File: config.mk
export PLATFORM = sky130hd
export DESIGN_NAME = gf_mulinv
export DESIGN_NICKNAME = d
export VERILOG_FILES = /design/src/rtl/gf_pkg.sv /design/src/rtl/gf_digit_mac.sv /design/src/rtl/gf_euclid_step.sv /design/src/rtl/gf_mulinv.sv
export SDC_FILE = /design/constraint.sdc
export NUM_CORES = 2
export LEC_CHECK = 0
export ABC_AREA = 1
export BUFFER_PORTS_ARGS = -buffer_cell sky130_fd_sc_hd__buf_4
export CELL_PAD_IN_SITES_DETAIL_PLACEMENT = 0
export CELL_PAD_IN_SITES_GLOBAL_PLACEMENT = 2
export CORE_ASPECT_RATIO = 0.8
export CORE_MARGIN = 5
export CORE_UTILIZATION = 36
export DETAILED_ROUTE_END_ITERATION = 16
export PLACE_DENSITY = 0.95
export SETUP_SLACK_MARGIN = 0.5
export SLEW_MARGIN = 20
export SYNTH_ARGS = -nofsm -noshare
export SYNTH_HDL_FRONTEND = slang
export SYNTH_SLANG_ARGS = --single-unit
export TNS_END_PERCENT = 20
File: constraint.sdc
create_clock -name clk -period 4.5 [get_ports clk]
set_clock_uncertainty 0.2 [all_clocks]
set_input_delay 1.125 -clock clk [delete_from_list [all_inputs] [get_ports clk]]
set_output_delay 1.125 -clock clk [all_outputs]
set_load 0.02 [all_outputs]
File: src/rtl/gf_pkg.sv
// Shared types for the GF(2^M) multiplier-inverter.
// Assumes one-bit opcodes: 0 selects multiply, 1 selects invert.
package gf_pkg;
    localparam logic OPC_MUL = 1'b0;
    localparam logic OPC_INV = 1'b1;

    typedef enum logic [1:0] {
        ST_IDLE = 2'd0,
        ST_MUL  = 2'd1,
        ST_INV  = 2'd2
    } gf_state_e;
endpackage

File: src/rtl/gf_digit_mac.sv
// One digit step of an MSB-first digit-serial multiply.
// nxt = acc * x^D + mcand * digit (mod POLY), built as a Horner chain of D
// single-bit stages. Assumes POLY[M] = 1 and that acc and mcand are reduced.
module gf_digit_mac #(
    parameter int         M    = 163,
    parameter int         D    = 8,
    parameter logic [M:0] POLY = {1'b1, {(M-8){1'b0}}, 8'hC9}
) (
    input  logic [M-1:0] acc,
    input  logic [M-1:0] mcand,
    input  logic [D-1:0] digit,
    output logic [M-1:0] nxt
);
    logic [M-1:0] chain [D+1];

    assign chain[0] = acc;

    // Each stage multiplies by x, reduces, and adds mcand when its digit bit is set.
    for (genvar k = 0; k < D; k++) begin : g_stage
        assign chain[k+1] = {chain[k][M-2:0], 1'b0}
                          ^ (chain[k][M-1]   ? POLY[M-1:0] : '0)
                          ^ (digit[D-1-k]    ? mcand       : '0);
    end

    assign nxt = chain[D];
endmodule

File: src/rtl/gf_euclid_step.sv
// One iteration of the binary extended Euclidean inversion.
// Invariants held by the caller: g1*a = u and g2*a = v (mod POLY), u and v
// not both even, gcd(u,v) = 1. Halving divides by x modulo POLY (POLY[0] = 1).
module gf_euclid_step #(
    parameter int         M    = 163,
    parameter int         W    = 168,
    parameter logic [M:0] POLY = {1'b1, {(M-8){1'b0}}, 8'hC9}
) (
    input  logic [W-1:0] u,
    input  logic [W-1:0] v,
    input  logic [M-1:0] g1,
    input  logic [M-1:0] g2,
    output logic [W-1:0] u_nxt,
    output logic [W-1:0] v_nxt,
    output logic [M-1:0] g1_nxt,
    output logic [M-1:0] g2_nxt
);
    // Divide a reduced element by x modulo POLY.
    function automatic logic [M-1:0] half_mod(input logic [M-1:0] g);
        if (g[0])
            return ((g ^ POLY[M-1:0]) >> 1) | {1'b1, {(M-1){1'b0}}};
        else
            return g >> 1;
    endfunction

    // Shift out factors of x first, otherwise cancel the larger operand's lead.
    always_comb begin
        u_nxt  = u;
        v_nxt  = v;
        g1_nxt = g1;
        g2_nxt = g2;
        if (!u[0]) begin
            u_nxt  = u >> 1;
            g1_nxt = half_mod(g1);
        end else if (!v[0]) begin
            v_nxt  = v >> 1;
            g2_nxt = half_mod(g2);
        end else if (u > v) begin
            u_nxt  = u ^ v;
            g1_nxt = g1 ^ g2;
        end else begin
            v_nxt  = v ^ u;
            g2_nxt = g2 ^ g1;
        end
    end
endmodule

File: src/rtl/gf_mulinv.sv
// GF(2^M) multiplier-inverter, polynomial basis.
// One register set (rx, ry, rp, rq) serves both operations:
//   multiply: rx = multiplicand, ry = multiplier digits, rp = accumulator
//   invert:   rx = u, ry = v, rp = g1, rq = g2
// start is taken only in idle; done pulses once as result is loaded.
// Assumes POLY has bits M and 0 set and is irreducible.
module gf_mulinv
    import gf_pkg::*;
#(
    parameter int         M    = 163,
    parameter int         D    = 8,
    parameter logic [M:0] POLY = {1'b1, {(M-8){1'b0}}, 8'hC9}
) (
    input  logic         clk,
    input  logic         rst_n,
    input  logic         start,
    input  logic         op,
    input  logic [M-1:0] opa,
    input  logic [M-1:0] opb,
    output logic         busy,
    output logic         done,
    output logic         err,
    output logic [M-1:0] result
);
    localparam int NDIG = (M + D - 1) / D;
    localparam int NB   = NDIG * D;
    localparam int W    = (NB > M + 1) ? NB : M + 1;
    localparam int CW   = $clog2(NDIG + 1);
    localparam logic [CW-1:0] LAST = CW'(NDIG - 1);

    gf_state_e     state;
    logic [W-1:0]  rx, ry;
    logic [M-1:0]  rp, rq;
    logic [CW-1:0] cnt;

    logic [M-1:0]  mac_nxt;
    logic [W-1:0]  u_nxt, v_nxt;
    logic [M-1:0]  g1_nxt, g2_nxt;

    gf_digit_mac #(.M(M), .D(D), .POLY(POLY)) mac_i (
        .acc   (rp),
        .mcand (rx[M-1:0]),
        .digit (ry[NB-1 -: D]),
        .nxt   (mac_nxt)
    );

    gf_euclid_step #(.M(M), .W(W), .POLY(POLY)) euc_i (
        .u      (rx),
        .v      (ry),
        .g1     (rp),
        .g2     (rq),
        .u_nxt  (u_nxt),
        .v_nxt  (v_nxt),
        .g1_nxt (g1_nxt),
        .g2_nxt (g2_nxt)
    );

    // Busy whenever the sequencer is out of idle.
    assign busy = (state != ST_IDLE);

    // Sequencer: load operands, iterate the selected operation, publish the result.
    always_ff @(posedge clk) begin
        if (!rst_n) begin
            state  <= ST_IDLE;
            rx     <= '0;
            ry     <= '0;
            rp     <= '0;
            rq     <= '0;
            cnt    <= '0;
            result <= '0;
            done   <= 1'b0;
            err    <= 1'b0;
        end else begin
            done <= 1'b0;
            case (state)
                ST_IDLE: begin
                    if (start) begin
                        if (op == OPC_INV) begin
                            if (opa == '0) begin
                                result <= '0;
                                err    <= 1'b1;
                                done   <= 1'b1;
                            end else begin
                                rx    <= W'(opa);
                                ry    <= W'(POLY);
                                rp    <= M'(1);
                                rq    <= '0;
                                state <= ST_INV;
                            end
                        end else begin
                            rx    <= W'(opa);
                            ry    <= W'(opb);
                            rp    <= '0;
                            cnt   <= '0;
                            state <= ST_MUL;
                        end
                    end
                end
                ST_MUL: begin
                    rp  <= mac_nxt;
                    ry  <= ry << D;
                    cnt <= cnt + 1'b1;
                    if (cnt == LAST) begin
                        result <= mac_nxt;
                        err    <= 1'b0;
                        done   <= 1'b1;
                        state  <= ST_IDLE;
                    end
                end
                ST_INV: begin
                    if (rx == W'(1)) begin
                        result <= rp;
                        err    <= 1'b0;
                        done   <= 1'b1;
                        state  <= ST_IDLE;
                    end else if (ry == W'(1)) begin
                        result <= rq;
                        err    <= 1'b0;
                        done   <= 1'b1;
                        state  <= ST_IDLE;
                    end else begin
                        rx <= u_nxt;
                        ry <= v_nxt;
                        rp <= g1_nxt;
                        rq <= g2_nxt;
                    end
                end
                default: state <= ST_IDLE;
            endcase
        end
    end
endmodule

==> results.json <==
{
  "status": "completed",
  "dp_cells": 14300,
  "critical_path_peak_fanout": 66,
  "finalSetupViolCount": 0,
  "setup_ws_ns": 0.653,
  "synthAdderAreaFrac_pct": 3.12,
  "clk_latency_ns": 0.75,
  "clk_pin_slew_ns": 0.06,
  "first_iter_violations": 7981,
  "dr_wl_met2_mm": 143,
  "crit_arrival_ns": 4.32,
  "dp_hpwl_mm": 215,
  "startpoint_type": "register",
  "wl_met1_mm": 127,
  "highest_layer": "met5",
  "route.met3.wl_mm": 22.9,
  "rsz0062_at_grt": "false",
  "design_area_mm2": 0.0820,
  "hold_slack_ns": 0.265,
  "ys_types": 46,
  "irDropWorstVdd_mv": 1.16,
  "min_from": "result[37]",
  "cts_htree_levels": 3,
  "numCtsBuffers": 98,
  "hp-class": "register to register",
  "portBuffers": 495,
  "worst_setup_path_end_kind": "register",
  "cts_root_buffer": "clkbuf_16",
  "power_leakage_uw": 0.0312,
  "synth_simple_gate_area_share_pct": 32.5,
  "grt_max_degree": 167,
  "async_flop_share_pct": 0,
  "drive_gt1_share_pct": 9.21,
  "rr_startpoint": "rx[49]",
  "core_mm2": 0.198,
  "vias": 78500,
  "final_net_count": 12200,
  "fmax_ghz": 0.260,
  "wl_per_cell_um": 21.4,
  "period_needed_ns": 3.85,
  "yosysSeqAreaShare_pct": 23.2,
  "yosysWarnings": 0,
  "synthToLayoutAreaGrowth_pct": 14.2,
  "hold_violations": 0,
  "fin_cells": 14500,
  "synthesis.instances": 11700,
  "drc": 0,
  "tns_ns": 0,
  "cts_tree": "yes",
  "io_pins": 496,
  "initial_core_util_pct": 36.2,
  "syn-mean-instance-area_um2": 6.12,
  "rows": 146,
  "clockBufferDepth": 3,
  "startpoint": "rx[49]",
  "dieArea_mm2": 0.209,
  "synth_edf_count": 0,
  "overflow": 0,
  "grt_pass1_vias": 73900,
  "max_slew_margin_pct": 21.7,
  "grt_pass1_wl_mm": 465,
  "die_w_um": 509,
  "cts_hold_buf": 0,
  "antenna_cells": 0,
  "final_cell_mix": "4233 x nand2_1, 965 x a21oi_1, 812 x dfxtp_1",
  "dp_slack_ns": -0.372,
  "gp_congestion": 0.946,
  "drv_cap": 0,
  "syn_nets": 12200,
  "tightest_slew_ns": 1.17,
  "syn-cell-area_mm2": 0.0718,
  "viasPerCell": 5.42,
  "ant_nets": 0,
  "track_usage_pct": 28.4,
  "synth-compound-area-share_pct": 14.2,
  "synth_top_family_by_area": "simple AND/OR/NAND/NOR gates",
  "finalWirelength_mm": 310,
  "final_common_cell": "nand2_1",
  "ys_ff_latch": 834,
  "cp.required_ns": 4.97,
  "placed_cell_area_mm2": 0.0787,
  "antenna_found_initial": 2,
  "cts.sinks": 834,
  "power_density_mw_per_mm2": 637,
  "synth_ff_type": "dfxtp_1",
  "fin_crit_sh_pct": 85.5,
  "drt_pass1_iterations": 6,
  "synth-xor-area-share_pct": 17.3,
  "die_y_um": 409,
  "drv_slew": 0,
  "muxShareOfSynthArea_pct": 0,
  "critPathKind": "register to register"
}
metal layers:
metal / vias up / GRT usage [%]
met5: - / 0
met4: 2 / 13.0
met3: 613 / 3.81
met2: 3265 / 46.8
met1: 37200 / 36.7
li1: 37500 / -
worst paths after layout:
path	to	slack (ns)	cells past startpoint
max reg2reg	result[155]	0.65	15
min	result[37]	0.26	2
max	result[155]	0.65	15
min reg2reg	result[37]	0.26	2
worst max-delay path: stages (launching register included):
cell	delay [ns]
dfxtp_1	0.50
inv_1	0.17
nand3_1	0.12
nor3_2	0.17
buf_4	0.20
nand2_1	0.06
nor2_1	0.39
nand2_1	0.16
nor2_1	0.32
nand2_4	0.16
buf_4	0.43
a21oi_1	0.23
o21ai_0	0.10
nand2_1	0.26
nand2_1	0.12
a21oi_1	0.14
state kept, by name (all words and copies together) (netlist names):
signal	count
cnt	5
rx	168
ry	168
rp	163
err	1
rq	163
done	1
result	163
state	2
cell type report:
class	count	area, um2
Clock buffer	148	2930
Clock inverter	27	262
Fill cell	21200	116000
Inverter	760	2880
Multi-Input combinational cell	9192	48400
Sequential cell	834	16700
Tap cell	2664	3330
Timing Repair Buffer	847	7470
kinds of logic (layout without fill, tap and decap cells):
group | Yosys count | in the layout
xor gates and xnor gates | 1417 | 1417
buffers and inverters | 1699 | 1782
AOI/OAI and AO/OA | 1829 | 1829
DFF | 834 | 834
and+or+nand+nor | 5767 | 5767
adders and majority gates | 179 | 179
metrics by stage:
| step | power [uW] | util [%] |
|---|---|---|
| finish | 52300 | 41.4 |
| global route | 55400 | 41.4 |
| CTS | 51600 | 41.3 |
| detailed placement | 43200 | 39.7 |
| global placement | 42900 | 39.7 |
| floorplan | 30700 | - |
synthesized netlist by cell type (5+ instances only):
| master | n | area, um2 |
|---|---|---|
| nand2_1 | 4238 | 15900 |
| a21oi_1 | 966 | 4830 |
| dfxtp_1 | 834 | 16700 |
| xnor2_1 | 753 | 6600 |
| inv_1 | 745 | 2800 |
| nand3_1 | 690 | 3450 |
| xor2_1 | 664 | 5820 |
| clkbuf_1 | 543 | 2040 |
| nor2_1 | 519 | 1950 |
| o21ai_0 | 322 | 1610 |
| buf_2 | 291 | 1460 |
| o22ai_1 | 256 | 1600 |
| ha_1 | 179 | 2240 |
| nand4_1 | 171 | 1070 |
| o211ai_1 | 153 | 1150 |
| o21bai_1 | 91 | 683 |
| buf_1 | 78 | 293 |
| nor4_1 | 49 | 307 |
| nor3_1 | 48 | 240 |
| a21o_1 | 13 | 97.6 |
| buf_4 | 13 | 97.6 |
| buf_6 | 13 | 146 |
| or2_2 | 13 | 81.3 |
| inv_2 | 12 | 45.0 |
| nand3b_1 | 11 | 82.6 |
| o21a_1 | 8 | 60.1 |
| nor3_2 | 7 | 70.1 |
| o221ai_1 | 7 | 61.3 |
| a221oi_1 | 5 | 43.8 |
what timing repair did:
| item | 4_1_cts | 5_1_grt |
|---|---|---|
| pin swaps | 1 | 1 |
| buffers inserted | 3 | 1 |
| endpoints found under the setup margin | 343 | 825 |
| gates resized for setup | 7 | 15 |
report_power, final:
group          switching (uW)  internal (uW)  total [uW]
clock network            3650           4660        8310
registers                1520           8920       10400
logic                   23800           9690       33500
Power figures use the tool's default switching activity.
